==> src/rtl/leaky_err_counter.sv <==
module leaky_err_counter #(
  parameter int CW = 8
) (
  input  logic          clk,
  input  logic          pwr_rst_n,
  input  logic          warm_rst_n,
  input  logic          err_evt,
  input  logic          period_tick,
  input  logic          wr_en,
  input  logic [CW-1:0] wr_data,
  input  logic [CW-1:0] thresh,
  output logic [CW-1:0] rd_data,
  output logic          over_thresh
);
  localparam logic [CW:0] MAXV = {1'b0, {CW{1'b1}}};

  logic [CW-1:0] cnt_q, hist_q, cnt_sat, hist_sat;
  logic [CW:0]   cnt_inc, level, hist_nx;

  assign cnt_inc  = {1'b0, cnt_q} + {{CW{1'b0}}, err_evt};
  assign cnt_sat  = (cnt_inc > MAXV) ? MAXV[CW-1:0] : cnt_inc[CW-1:0];
  assign hist_nx  = {1'b0, cnt_sat} + {2'b00, hist_q[CW-1:1]};
  assign hist_sat = (hist_nx > MAXV) ? MAXV[CW-1:0] : hist_nx[CW-1:0];
  assign level    = {1'b0, cnt_q} + {2'b00, hist_q[CW-1:1]};

  assign rd_data     = (level > MAXV) ? MAXV[CW-1:0] : level[CW-1:0];
  assign over_thresh = level > {1'b0, thresh};

  always_ff @(posedge clk or negedge pwr_rst_n) begin
    if (!pwr_rst_n) begin
      cnt_q  <= '0;
      hist_q <= '0;
    end else if (warm_rst_n) begin
      if (wr_en) begin
        cnt_q  <= wr_data;
        hist_q <= '0;
      end else if (period_tick) begin
        hist_q <= hist_sat;
        cnt_q  <= '0;
      end else if (err_evt) begin
        cnt_q  <= cnt_sat;
      end
    end
  end
endmodule

==> config.mk <==
export PLATFORM = sky130hd
export DESIGN_NAME = leaky_err_counter
export DESIGN_NICKNAME = d
export VERILOG_FILES = /design/src/rtl/leaky_err_counter.sv
export SDC_FILE = /design/constraint.sdc
export NUM_CORES = 1
export LEC_CHECK = 0
export BUFFER_PORTS_ARGS = -buffer_cell sky130_fd_sc_hd__buf_2
export CORE_UTILIZATION = 55
export CTS_CLUSTER_SIZE = 28
export DETAILED_ROUTE_END_ITERATION = 16
export PLACE_DENSITY_LB_ADDON = 0.1
export SKIP_LAST_GASP = 1
export SYNTH_ARGS = -nofsm -noshare
export SYNTH_HDL_FRONTEND = slang
export SYNTH_SLANG_ARGS = --single-unit
==> constraint.sdc <==
create_clock -name clk -period 3.7 [get_ports clk]
set_input_delay 0.74 -clock clk [delete_from_list [all_inputs] [get_ports clk]]
set_output_delay 0.74 -clock clk [all_outputs]
set_load 0.01 [all_outputs]
Yosys cells after proc, flatten, opt, wreduce, memory -nomap -nowiden
Index checks and enable logic that the tools add are counted.
{"block": "totals", "ff_bits": 16, "output_inout_bits": 9, "word_cells": 21}
{"block": "classes", "add_sub_neg": 3, "magnitude_cmp": 4, "muxes": 8, "reduce_logical": 4}
{"operator": "8-bit 2-to-1 mux", "count": 8}
{"operator": "9-bit by 8-bit greater-than comparator with 1-bit output, second input constant", "count": 3}
{"operator": "8-bit by 7-bit adder with 9-bit output", "count": 2}
{"operator": "8-bit by 1-bit adder with 9-bit output", "count": 1}
{"operator": "9-bit by 8-bit greater-than comparator with 1-bit output", "count": 1}
{"operator": "2-bit AND reduction", "count": 2}
{"operator": "3-bit nonzero test", "count": 1}
{"operator": "2-bit nonzero test", "count": 1}

Longest topological paths before layout
{"block": "logic_depth", "ltp_word": 8, "depth_mapped": 12}

Least setup slack after synthesis
OpenSTA, ideal clock, no wires.
{"block": "synth_path", "kind": "flip-flop to output port", "from": "register cnt_q[0]", "to": "output port over_thresh", "t_arrival_ns": 2.515, "slack_ns": 0.445, "stages_incl_launch_ff": 13, "n_path_buf": 0, "cell_sequence": "dfrtp_1 -> ha_1 -> fa_1 -> a21o_2 -> a21oi_2 -> o21ai_2 -> mux2i_1 -> nand3_1 -> ha_1 -> o21ai_0 -> a21oi_1 -> o22ai_1 -> o21bai_1"}
{"block": "synth_between", "elab_chain_cells": 2}
{"item": "start: declaration", "line": "17", "rtl": "logic [CW-1:0] cnt_q, hist_q, cnt_sat, hist_sat;"}
{"item": "start signal: assignment", "line": "35", "rtl": "cnt_q <= wr_data;"}
{"item": "start signal: assignment", "line": "41", "rtl": "cnt_q <= cnt_sat;"}
{"item": "8-bit by 7-bit adder with 9-bit output", "line": "24", "rtl": "assign level = {1'b0, cnt_q} + {2'b00, hist_q[CW-1:1]};"}
{"item": "9-bit by 8-bit greater-than comparator with 1-bit output", "line": "27", "rtl": "assign over_thresh = level > {1'b0, thresh};"}
{"item": "end: declaration", "line": "13", "rtl": "output logic over_thresh"}
No other way between the ends.

Final worst setup path
{"block": "layout_path", "from": "register hist_q[1]", "to": "output port over_thresh"}
{"block": "layout_between", "elab_chain_cells": 2}
{"item": "start: declaration", "line": "17"}
{"item": "start signal: assignment", "line": "38", "rtl": "hist_q <= hist_sat;"}
{"item": "8-bit by 7-bit adder with 9-bit output", "line": "24"}
{"item": "9-bit by 8-bit greater-than comparator with 1-bit output", "line": "27"}
No other way between the ends.

==> summary.md <==
| Metric | Value |
|---|---|
| Status | finished clean |
| Relative slew slack | 0.328 |
| Initial core utilization | 0.592 |
| Largest net degree at the start of global routing | 17 |
| Worst R2R Path Depth | 12 |
| Die width | 60.0 um |
| Remaining Overflow, GRT | 0 |
| CTS Hold Bufs | 0 |
| Placed cells | 299 |
| Peak Freq | 271 MHz |
| Final Skew | 2.84 ps |
| First-pass GRT wire length | 7200 um |
| CTS Buf Count | 3 |
| WL final | 4460 um |
| Final hold vios | 0 |
| Fin. max-slew vios | 0 |
| Site Rows | 20 |
| Worst-path clk slew | 100 ps |
| Least-Margin Pin Slew | 1000 ps |
| Worst r2r src | cnt_q[0]$_DFFE_PN0P_ |
| I/O pins | 31 |
| Vias in the first global route | between 1500 and 2000 |
| Footprint of the multi-input gates | approximately 1400 um^2 |
| Core Box Area | 3130 um^2 |
| Max Cap Viol | 0 |
| Hold Crit Class | input port to asynchronous set/reset pin |
| Layout cells sized above 1 | 0.277 |
| Synthesized area | 1850 um^2 |
| Detail-routed via count per cell | 5.78 |
| Leakage | 1.12 nW |
| Final cycle utilization of the critical path | 0.997 |
| # fillers | 257 |
| Number of flops mapped to enable cells by yosys | 0 |
| Critical-path cell list | ha_2, fa_2, a21o_2, a21oi_4, buf_4, xnor2_1, ha_1, a211oi_2, o21ai_1, a31oi_1, o21bai_1, buf_2 |
| Worst vdd rail ir drop | 0.235 mV |
| RSZ-0062 raised after global routing | true |
| Overall fraction of global-route tracks in use | 0.266 |
| Die ar. | 3600 um^2 |
| Number of port buffers | 30 |
| CTS tree | yes |
| Crit end category | output pin |
| Main area contributors after synthesis | dfrtp_1 20%, ha_1 17%, nand2_1 4.7%, o21ai_0 4.3%, a21oi_1 3.8% |
| FF/Latch Area | about 380 um^2 |
| N_diodes | 0 |
| Routed via count | 1797 |
| Post-Syn Instances | between 200 and 250 |
| Flops & latches, synth | 15 |
| Net Count, Synth | 277 |
| Final Cell Area | 2190 um^2 |
| Clock Latency Late Sink | between 200 and 300 ps |
| Critical Path AT | 2950 ps |
| Worst Path Max Fanout | 3 |
| Crit Path Category | register to output pin |
| DP Area | 2050 um^2 |
| Top cell type's share of synthesized area | 0.203 |
| Remaining antenna violation count | 0 |
| CTS max path bufs | 2 |
| DRC Markers | 0 |
| Post-synth top cells | 25 x ha_1, 23 x nand2_1, 16 x o21ai_0 |
| Slack of the worst reg-to-reg path | 730 ps |
| Root buffer cell | clkbuf_4 |
| Setup Viol. Count Final | 0 |
| CTS H-Tree Depth | 1 |
| Post-Layout Cell Count | 311 |
| Hold WS | roughly 340 ps |
| Starting DRT DRC Count | 107 |
| Min cycle time layout | 3690 ps |
| Power Total | 806 uW |
| Crit path max-delay family | compound AO/OA/AOI/OAI gates |
| Nets | 317 |
| Async set or reset register ratio after synthesis | 1.00 |
| Initial antenna violation count | 0 |
| Slowest-stage cell, CP | dfrtp_1 |
| Worst path max stage delay | 410 ps |
| Pwr/cell area | 367 nW/um^2 |
| HPWL Detailed | around 3500 um |
| Synth warn | 0 |
| Type of origin of the critical path | register |
| Most frequent cell after synthesis | ha_1 |
| Buffers plus inverters on the worst setup path | 2 |
| Final GP Congestion | 0.862 |
| Reg-to-reg endpoint | hist_q[6]$_DFFE_PN0P_ |
| Detailed Routing Iterations Pass 1 | 4 |
| Clock sinks | 15 |
| Ys flop type | dfrtp_1 |
| Wire per inst | 14.3 um |
| Distinct cells, synth | 53 |
| Leading area contributor after synthesis | dfrtp_1 |
| Area delta synth->final | 18.5% |
| Die outline height | 60.0 um |
| Required @ worst endpoint | approximately 3000 ps |
| Mapped Avg Cell Area | between 8 and 9 um^2 |
| Sequential fraction of the synthesis area | 0.203 |
[how the worst max path moves through the flow]
stage | start | to | cells after the start
after floorplan | cnt_q[0]$_DFFE_PN0P_ | over_thresh | 12
after global placement | cnt_q[0]$_DFFE_PN0P_ | over_thresh | 13
after detailed placement | cnt_q[0]$_DFFE_PN0P_ | over_thresh | 13
after CTS | cnt_q[6]$_DFFE_PN0P_ | over_thresh | 11
after global routing | hist_q[1]$_DFFE_PN0P_ | over_thresh | 12
final | hist_q[1]$_DFFE_PN0P_ | over_thresh | 12
[final cells by class]
type,instances,area share
Clock buffer,3,0.0103
Clock inverter,1,0.00228
Inverter,14,0.0240
Multi-Input combinational cell,192,0.655
Sequential cell,15,0.173
Tap cell,44,0.0251
Timing Repair Buffer,42,0.110
[what timing repair did]
item                                    CTS  global route
endpoints found under the setup margin    1             1
setup buffers                             4             4
resized for setup                         8             7
pin swaps                                 1             6
[flip-flops by register name, indices dropped and copies added, names as in the netlist]
name and count:
hist_q 7, cnt_q 8
[cell usage in the layout, fill, tap and decap left out, drive strengths merged, types with 2 or more instances in the layout]
cell type | netlist | routed
a211oi | 3 | 3
ha | 25 | 25
a31oi | 8 | 8
nand2b | 2 | 2
o31ai | 2 | 2
nand4 | 7 | 7
nand2 | 23 | 23
nor2b | 3 | 3
a311oi | 2 | 2
a221o | 2 | 2
and3 | 5 | 5
fa | 2 | 2
nor2 | 14 | 14
inv | 14 | 14
a21oi | 15 | 15
xnor2 | 5 | 5
or2 | 8 | 8
buf | 4 | 42
dfrtp | 15 | 15
and2 | 2 | 2
nor3b | 2 | 2
a22oi | 6 | 6
clkbuf | 3 | 3
o21ai | 18 | 18
xor2 | 4 | 4
o21bai | 3 | 3
nand3 | 5 | 5
a21o | 7 | 7
and4 | 2 | 2
[per-layer routing]
| layer | share of wire | vias to the layer above | GRT usage |
|---|---|---|---|
| li1 | - | 930 | - |
| met1 | 0.48 | 821 | 0.346 |
| met2 | 0.48 | 42 | 0.462 |
| met3 | 0.031 | 4 | 0.0346 |
| met4 | 0.0061 | 0 | 0.0664 |
| met5 | 0 | - | 0 |
[power by group]
group	switching, mW	leakage [nW]	internal, mW
clock network	0.0590	0.0177	0.0402
registers	0.0304	0.192	0.187
logic	0.262	0.915	0.226
[logic make-up (layout without fill, tap and decap cells)]
family / Yosys count / in the layout / synth area share
xor+xnor: 9 / 9 / 0.0426
simple gates: 77 / 77 / 0.224
compound gates: 77 / 77 / 0.279
mux: 2 / 2 / 0.0115
flops: 15 / 15 / 0.203
buf+inv: 21 / 60 / 0.0494
fa+ha+maj: 27 / 27 / 0.191
[stage by stage]
stage | TNS [ps] | util | worst slack (ps)
after floorplan | 0 | - | 445
after global placement | 0 | 0.654 | 296
after detailed placement | 0 | 0.654 | 185
after CTS | 0 | 0.682 | 4.55
after global routing | -111 | 0.701 | -111
final | 0 | 0.701 | 12.2
Note: power is estimated with default switching activity, not from simulation.
